`config.mk`:
```
export PLATFORM = sky130hd
export DESIGN_NAME = gss_top
export DESIGN_NICKNAME = d
export VERILOG_FILES = /design/src/rtl/gss_pkg.sv /design/src/rtl/gss_ring.sv /design/src/rtl/gss_black.sv /design/src/rtl/gss_top.sv
export SDC_FILE = /design/constraint.sdc
export NUM_CORES = 1
export LEC_CHECK = 0
export BUFFER_PORTS_ARGS = -buffer_cell sky130_fd_sc_hd__buf_2
export CORE_AREA = 2 2 39 41
export DETAILED_ROUTE_END_ITERATION = 10
export DIE_AREA = 0 0 41 43
export MAX_ROUTING_LAYER = met4
export PLACE_DENSITY_LB_ADDON = 0.15
export REMOVE_ABC_BUFFERS = 1
export SYNTH_ARGS = -nofsm -noshare
export SYNTH_HDL_FRONTEND = slang
export SYNTH_HIERARCHICAL = 1
export SYNTH_SLANG_ARGS = --single-unit
```
`constraint.sdc`:
```
create_clock -name clk -period 1.22 [get_ports clk]
set_clock_uncertainty 0.05 [all_clocks]
set_input_delay 0.061 -clock clk [delete_from_list [all_inputs] [get_ports clk]]
set_output_delay 0.061 -clock clk [all_outputs]
set_load 0.02 [all_outputs]
```
`src/rtl/gss_pkg.sv`:
```
package gss_pkg;
   typedef enum logic {
      ANA_BLANKING = 1'b0,
      ANA_STEP1    = 1'b1
   } ana_mode_e;
endpackage

```
`src/rtl/gss_ring.sv`:
```
module gss_ring #(
   parameter int STEPS = 8
) (
   input  logic             clk,
   input  logic             rst,
   input  logic             active,
   input  logic             adv,
   output logic [STEPS-1:0] ring_q
);
   initial begin
      if (STEPS < 2) $error("gss_ring: STEPS must be at least 2");
   end

   logic empty;
   assign empty = ~|ring_q;

   for (genvar gi = 0; gi < STEPS; gi++) begin : g_stage
      logic feed;
      if (gi == 0) begin : g_head
         assign feed = empty | ring_q[STEPS-1];
      end else begin : g_body
         assign feed = ring_q[gi-1];
      end
      always_ff @(posedge clk) begin
         if (rst || !active) ring_q[gi] <= 1'b0;
         else if (adv)       ring_q[gi] <= feed;
      end
   end


   ring_onehot_chk: assert property (@(posedge clk) disable iff (rst)
      $onehot0(ring_q));

   ring_clear_chk: assert property (@(posedge clk) disable iff (rst)
      !active |=> (ring_q == '0));

   ring_wrap_chk: assert property (@(posedge clk) disable iff (rst)
      (active && adv && ring_q[STEPS-1]) |=> ring_q[0]);

   ring_hold_chk: assert property (@(posedge clk) disable iff (rst)
      (active && !adv) |=> $stable(ring_q));
endmodule

```
`src/rtl/gss_black.sv`:
```
module gss_black
   import gss_pkg::*;
(
   input  logic clk,
   input  logic rst,
   input  logic active,
   input  logic step1,
   input  logic ana_mode,
   output logic black_dig,
   output logic black_ana
);
   logic black_q;

   always_ff @(posedge clk) begin
      if (rst || !active) black_q <= 1'b1;
      else if (step1)     black_q <= 1'b0;
   end

   assign black_dig = !active || (black_q && !step1);
   assign black_ana = (ana_mode_e'(ana_mode) == ANA_STEP1) ? step1 : !active;


   black_release_chk: assert property (@(posedge clk) disable iff (rst)
      (active && step1) |=> !black_q);

   black_blank_chk: assert property (@(posedge clk) disable iff (rst)
      !active |-> black_dig);
endmodule

```
`src/rtl/gss_top.sv`:
```
module gss_top #(
   parameter int STEPS = 8
) (
   input  logic             clk,
   input  logic             rst,
   input  logic             step_en,
   input  logic             hgate,
   input  logic             vblank,
   input  logic             ana_mode,
   output logic [STEPS-1:0] step_oh,
   output logic             black_dig,
   output logic             black_ana
);
   logic             line_active;
   logic [STEPS-1:0] ring_q;

   assign line_active = hgate && !vblank;
   assign step_oh     = ring_q & {STEPS{line_active}};

   gss_ring #(.STEPS(STEPS)) u_ring (
      .clk    (clk),
      .rst    (rst),
      .active (line_active),
      .adv    (step_en),
      .ring_q (ring_q)
   );

   gss_black u_black (
      .clk       (clk),
      .rst       (rst),
      .active    (line_active),
      .step1     (step_oh[0]),
      .ana_mode  (ana_mode),
      .black_dig (black_dig),
      .black_ana (black_ana)
   );


   top_onehot_chk: assert property (@(posedge clk) disable iff (rst)
      $onehot0(step_oh));

   top_ana_step_chk: assert property (@(posedge clk) disable iff (rst)
      ana_mode |-> (black_ana == step_oh[0]));
endmodule

```
==> metrics.txt, run 1 <==
CP endpoint kind output port; count of buffers from port buffering 15; CTS tree done; DRC viols 0; vias in the first global route 367; final period utilization 98.8%; synth warn 6; end of the critical path black_dig; Layout area overhead 21.2%; top area cells in the synthesized netlist dfxtp_1, mux2i_1, and3b_1; status completed; top post-synthesis cells by count dfxtp_1, and3b_1, mux2i_1, nor2_1, buf_4; TNS Setup 0 ns; CTS Root Cell clkbuf_4; largest net degree at the start of global routing 10; Final Slew Violations 0; filler instances 140; most common cell in the netlist dfxtp_1; via-per-instance ratio 4.62; GRT Util Overall 13.7%; initial antenna violation count 0; hold slack 0.127 ns; worst setup path category flip-flop to output port; max_cap viols 0; R2R depth 3; gr ovfl total 0; CORE AREA 0.00138 mm²; Fmax 829 MHz; ANT cells 0; post-route ant nets 0; gpl congestion 0.630; Placement Rows 14; r2r endpoint u_ring/g_stage[1].feed$_SDFFE_PP0P_; # H-tree levels 1; measured slew at the worst slew-check pin 0.331 ns; min Tclk post-route 1.21 ns; die width 41 µm; Setup Viol. Count Final 0; TritonCTS Buffers 3; TritonRoute pass-1 iters 2; area leader, netlist dfxtp_1; Primary FF master, synth dfxtp_1; Setup crit start u_ring/g_stage[1].feed$_SDFFE_PP0P_; Unique masters post-synth 17; area post-placement 543 µm²; PwrDens 961 mW/mm²; Worst Path Arrival 1.09 ns; via count 379; total power 0.000584 W; Clock Sinks 9; Max VDD drop 0.583 mV; Final Non-Filler Cells 82; CP Max Fanout 3; FFs w/ async S/R, synth 0%; Mapped Cells 52; CP Launch Type flip-flop; final wirelength 949 µm; Yosys top cell area share 35.9%; Hold Path Class input pin to flip-flop; reg2reg start u_ring/g_stage[4].feed$_SDFFE_PP0P_; initial core utilization 36.3%; clk slew on worst S/H paths 0.06 ns; die area 0.00176 mm²; RSZ-0062 raised after global routing yes; P_leak 0.320 nW; CP required 1.11 ns; relative slew slack 77.9%; first-pass GRT wire length 1.54 mm; share of cells above drive strength 1 43.9%; Die H 43 µm; final hold violations 0; I/O pin total 16; worst reg-to-reg setup slack 0.19 ns; CTS Buffer Depth 2; post-synthesis sequential area ratio 35.9%; number of synthesized flops with an enable pin 0; drt first-iter violations 5; post-DR wirelength/cell 11.6 µm; synthesized area per cell 9.65 µm²; Inst Count DP 75; worst-skew pair later-pin latency 0.26 ns; post-route cell area 608 µm²; register bit total from synthesis 9; nets 73; Netlist Area Pre-Place 502 µm²
metrics by stage:
stage	util, %	setup slack [ns]
2_1_floorplan	-	0.00859
3_3_place_gp	39.2	0.199
3_5_place_dp	39.2	0.172
4_1_cts	43.8	-0.00493
5_1_grt	43.9	-0.0368
6_report	43.9	0.0144
timing repair:
item	4_1_cts	5_1_grt
resized for setup	5	2
pin swaps	0	1
endpoints found under the hold margin	1	0
endpoints found under the setup margin	2	2
hold buffers	1	0
setup buffers	2	0
gates cloned	0	0
flip-flops by register name, summed over array words and instances (netlist names):
register and count:
u_black/black_q 1, u_ring/g_stage.feed 7, u_ring/ring_q 1
cells by family (layout without fill, tap and decap cells):
| logic type | after synthesis | count (layout) | share of synthesized area, % |
|---|---|---|---|
| buffers and inverters | 10 | 24 | 13.0 |
| multiplexers | 8 | 8 | 16.0 |
| AO/OA/AOI/OAI | 2 | 2 | 3.49 |
| flip-flops | 9 | 9 | 35.9 |
| AND/OR/NAND/NOR | 23 | 23 | 31.7 |
report_power, final:
group          switching [W]  internal (W)
clock network       0.000104      0.000126
logic              0.0000303     0.0000287
registers        0.000000573      0.000295
final cells by class:
type / instances / area (µm²) / area share [%]
Tap cell: 16 / 20.0 / 3.29
Sequential cell: 9 / 181 / 29.8
Clock buffer: 4 / 26.3 / 4.32
Timing Repair Buffer: 19 / 116 / 19.1
Multi-Input combinational cell: 33 / 260 / 42.8
Inverter: 1 / 3.75 / 0.617
worst min path at each step:
stage	cells past startpoint	endpoint	start	slack [ns]
2_1_floorplan	1	u_ring/g_stage[1].feed$_SDFFE_PP0P_	step_en	0.10
3_3_place_gp	2	u_black/black_q$_SDFFE_PP1P_	rst	0.22
3_5_place_dp	2	u_black/black_q$_SDFFE_PP1P_	rst	0.22
4_1_cts	2	u_ring/g_stage[1].feed$_SDFFE_PP0P_	step_en	0.13
5_1_grt	2	u_ring/g_stage[1].feed$_SDFFE_PP0P_	step_en	0.13
6_report	2	u_ring/g_stage[1].feed$_SDFFE_PP0P_	step_en	0.13
layout by cell type, fill, tap and decap left out:
cell type | synthesis | routed
and3b_1 | 8 | 7
dfxtp_1 | 9 | 8
nor2b_1 | 1 | 1
nor3_1 | 1 | 1
buf_6 | 0 | 1
nand2_2 | 0 | 1
dlygate4sd3_1 | 0 | 1
and3b_2 | 0 | 1
buf_2 | 1 | 13
a21oi_1 | 1 | 1
nand3b_2 | 1 | 1
a211oi_2 | 1 | 1
inv_2 | 0 | 1
dfxtp_2 | 0 | 1
nor4_2 | 1 | 1
clkbuf_1 | 1 | 1
nand2b_4 | 1 | 1
nand2b_1 | 1 | 1
clkbuf_4 | 0 | 3
buf_4 | 7 | 4
mux2i_1 | 8 | 8
nor2_1 | 8 | 8
worst max-delay path, stage by stage, from the launching register on:
cell,delay [ns]
dfxtp_2,0.31
and3b_2,0.21
nand2b_4,0.15
nand2_2,0.06
buf_6,0.11
layer usage:
metal  share of wire [%]  vias to the layer above  global-route usage (%)
met5                   0                        -                       -
met4                   0                        0                    2.00
met3                 6.6                        0                    9.42
met2                  45                       11                    18.1
met1                  48                      170                    17.5
li1                    -                      198                       -
Note: power is estimated with default switching activity, not from simulation.
==> run 2, diff against run 1 <==
--- a/config.mk
+++ b/config.mk
@@ -7,6 +7,7 @@
 export LEC_CHECK = 0
 export BUFFER_PORTS_ARGS = -buffer_cell sky130_fd_sc_hd__buf_2
 export CORE_AREA = 2 2 39 41
+export CTS_BUF_LIST = sky130_fd_sc_hd__clkbuf_8
 export DETAILED_ROUTE_END_ITERATION = 10
 export DIE_AREA = 0 0 41 43
 export MAX_ROUTING_LAYER = met4
==> metrics.txt, run 2 (synthesized netlist as in run 1, its figures left out) <==
TritonCTS Buffers 3; Logic pwr share 8.3%; Setup Viol. Count Final 0; DRC viols 0; measured slew at the worst slew-check pin 0.336 ns; share of cells above drive strength 1 41.5%; Layout area overhead 23.4%; post-DR wirelength/cell 11.7 µm; RSZ-0062 raised after global routing no; P_leak 0.326 nW; final hold violations 0; # H-tree levels 1; cell family with most CP delay simple AND/OR/NAND/NOR gates; GRT Util Overall 14.1%; TritonRoute pass-1 iters 2; Flop pwr share 42.6%; most frequent cells in the layout buf_2, mux2i_1, dfxtp_1, nor2_1, and3b_1; P_sw 0.000153 W; relative slew slack 77.6%; PwrDens 1120 mW/mm²; status completed; critical path's slowest cell dfxtp_2; post-route ant nets 0; die area 0.00176 mm²; via-per-instance ratio 4.67; Placement Rows 14; clk slew on worst S/H paths 0.05 ns; CP endpoint kind output port; CP required 1.11 ns; Inst Count DP 75; final worst setup slack 0.0516 ns; CP Launch Type flip-flop; Die H 43 µm; initial core utilization 36.3%; clock share of power 49.0%; worst slack, placed 0.172 ns; worst setup path category flip-flop to output port; Hold Path Class input pin to flip-flop; die width 41 µm; most common cell after layout, fill and taps aside buf_2; CTS tree done; CTS Buffer Depth 2; nets 72; Sw Share 21.9%; CTS Root Cell clkbuf_8; via count 378; final period utilization 95.8%; drt first-iter violations 4; gr ovfl total 0; Worst Path Buf+Inv 1; vias in the first global route 362; Worst Path Arrival 1.06 ns; final wirelength 945 µm; count of buffers from port buffering 15; crit-path cells and3b_2 > nand2b_4 > nand2_2 > buf_6; Final Slew Violations 0; Max VDD drop 0.724 mV; CP Max Fanout 3; CORE AREA 0.00138 mm²; Final Non-Filler Cells 81; largest net degree at the start of global routing 10; Largest register FFs 7; first-pass GRT wire length 1.56 mm; internal power 0.000544 W; I/O pin total 16; initial antenna violation count 0; total power 0.000696 W; Worst path max stage delay 0.31 ns; min Tclk post-route 1.17 ns; Clock Sinks 9; TNS Setup 0 ns; max_cap viols 0; worst-skew pair later-pin latency 0.23 ns; ANT cells 0; Fmax 856 MHz; gpl congestion 0.630
==> run 2: cell types whose count changed in the layout (fill, tap and decap cells not counted) <==
cell	previous run	this run
clkbuf_8	0	3
buf_4	4	3
inv_1	0	2
inv_2	1	0
clkbuf_1	1	0
clkbuf_4	3	0
==> run 2: metrics by stage <==
stage / cell area [µm²] / util, % / hold WS, ns
finish: 619 / 44.8 / 0.159
global route: 619 / 44.8 / 0.169
CTS: 611 / 44.1 / 0.155
detailed placement: 543 / 39.2 / 0.224
global placement: 543 / 39.2 / 0.223
floorplan: 440 / - / 0.102
==> run 2: per-layer routing <==
layer / up-vias / routed length, µm / global-route usage (%)
met5: - / 0 / -
met2: 12 / 423 / 18.8
li1: 196 / - / -
met3: 0 / 64 / 9.42
met4: 0 / 0 / 4.00
met1: 170 / 457 / 17.2
==> run 2: worst paths after layout <==
| kind | to | slack (ns) | cells after the start | startpoint |
|---|---|---|---|---|
| max reg2reg | u_ring/g_stage[1].feed$_SDFFE_PP0P_ | 0.19 | 3 | u_ring/g_stage[4].feed$_SDFFE_PP0P_ |
| min | u_ring/g_stage[1].feed$_SDFFE_PP0P_ | 0.16 | 2 | step_en |
| max | black_dig | 0.05 | 4 | u_ring/g_stage[1].feed$_SDFFE_PP0P_ |
| min reg2reg | u_black/black_q$_SDFFE_PP1P_ | 0.46 | 2 | u_black/black_q$_SDFFE_PP1P_ |
==> run 2: power by group through the flow <==
stage               Clock, W  Combinational [W]  Sequential (W)
floorplan                  0          0.0000246        0.000303
global placement           0          0.0000523        0.000303
detailed placement         0          0.0000523        0.000303
CTS                 0.000353          0.0000571        0.000297
global route        0.000375          0.0000641        0.000296
finish              0.000341          0.0000581        0.000297
==> run 2: repair_timing <==
item | in CTS | in global routing
pin swaps | 0 | 1
cloned | 0 | 0
endpoints found under the setup margin | 2 | 2
setup buffers | 1 | 0
hold buffers | 1 | 0
endpoints found under the hold margin | 1 | 0
gates resized for setup | 3 | 3
==> run 2: layout make-up <==
type	count	area, µm²
inverter	1	3.75
multi-input combinational	33	260
tap	16	20.0
clock buffer	3	41.3
timing repair buffer	18	109
sequential	9	181
clock inverter	1	3.75
fill	145	764
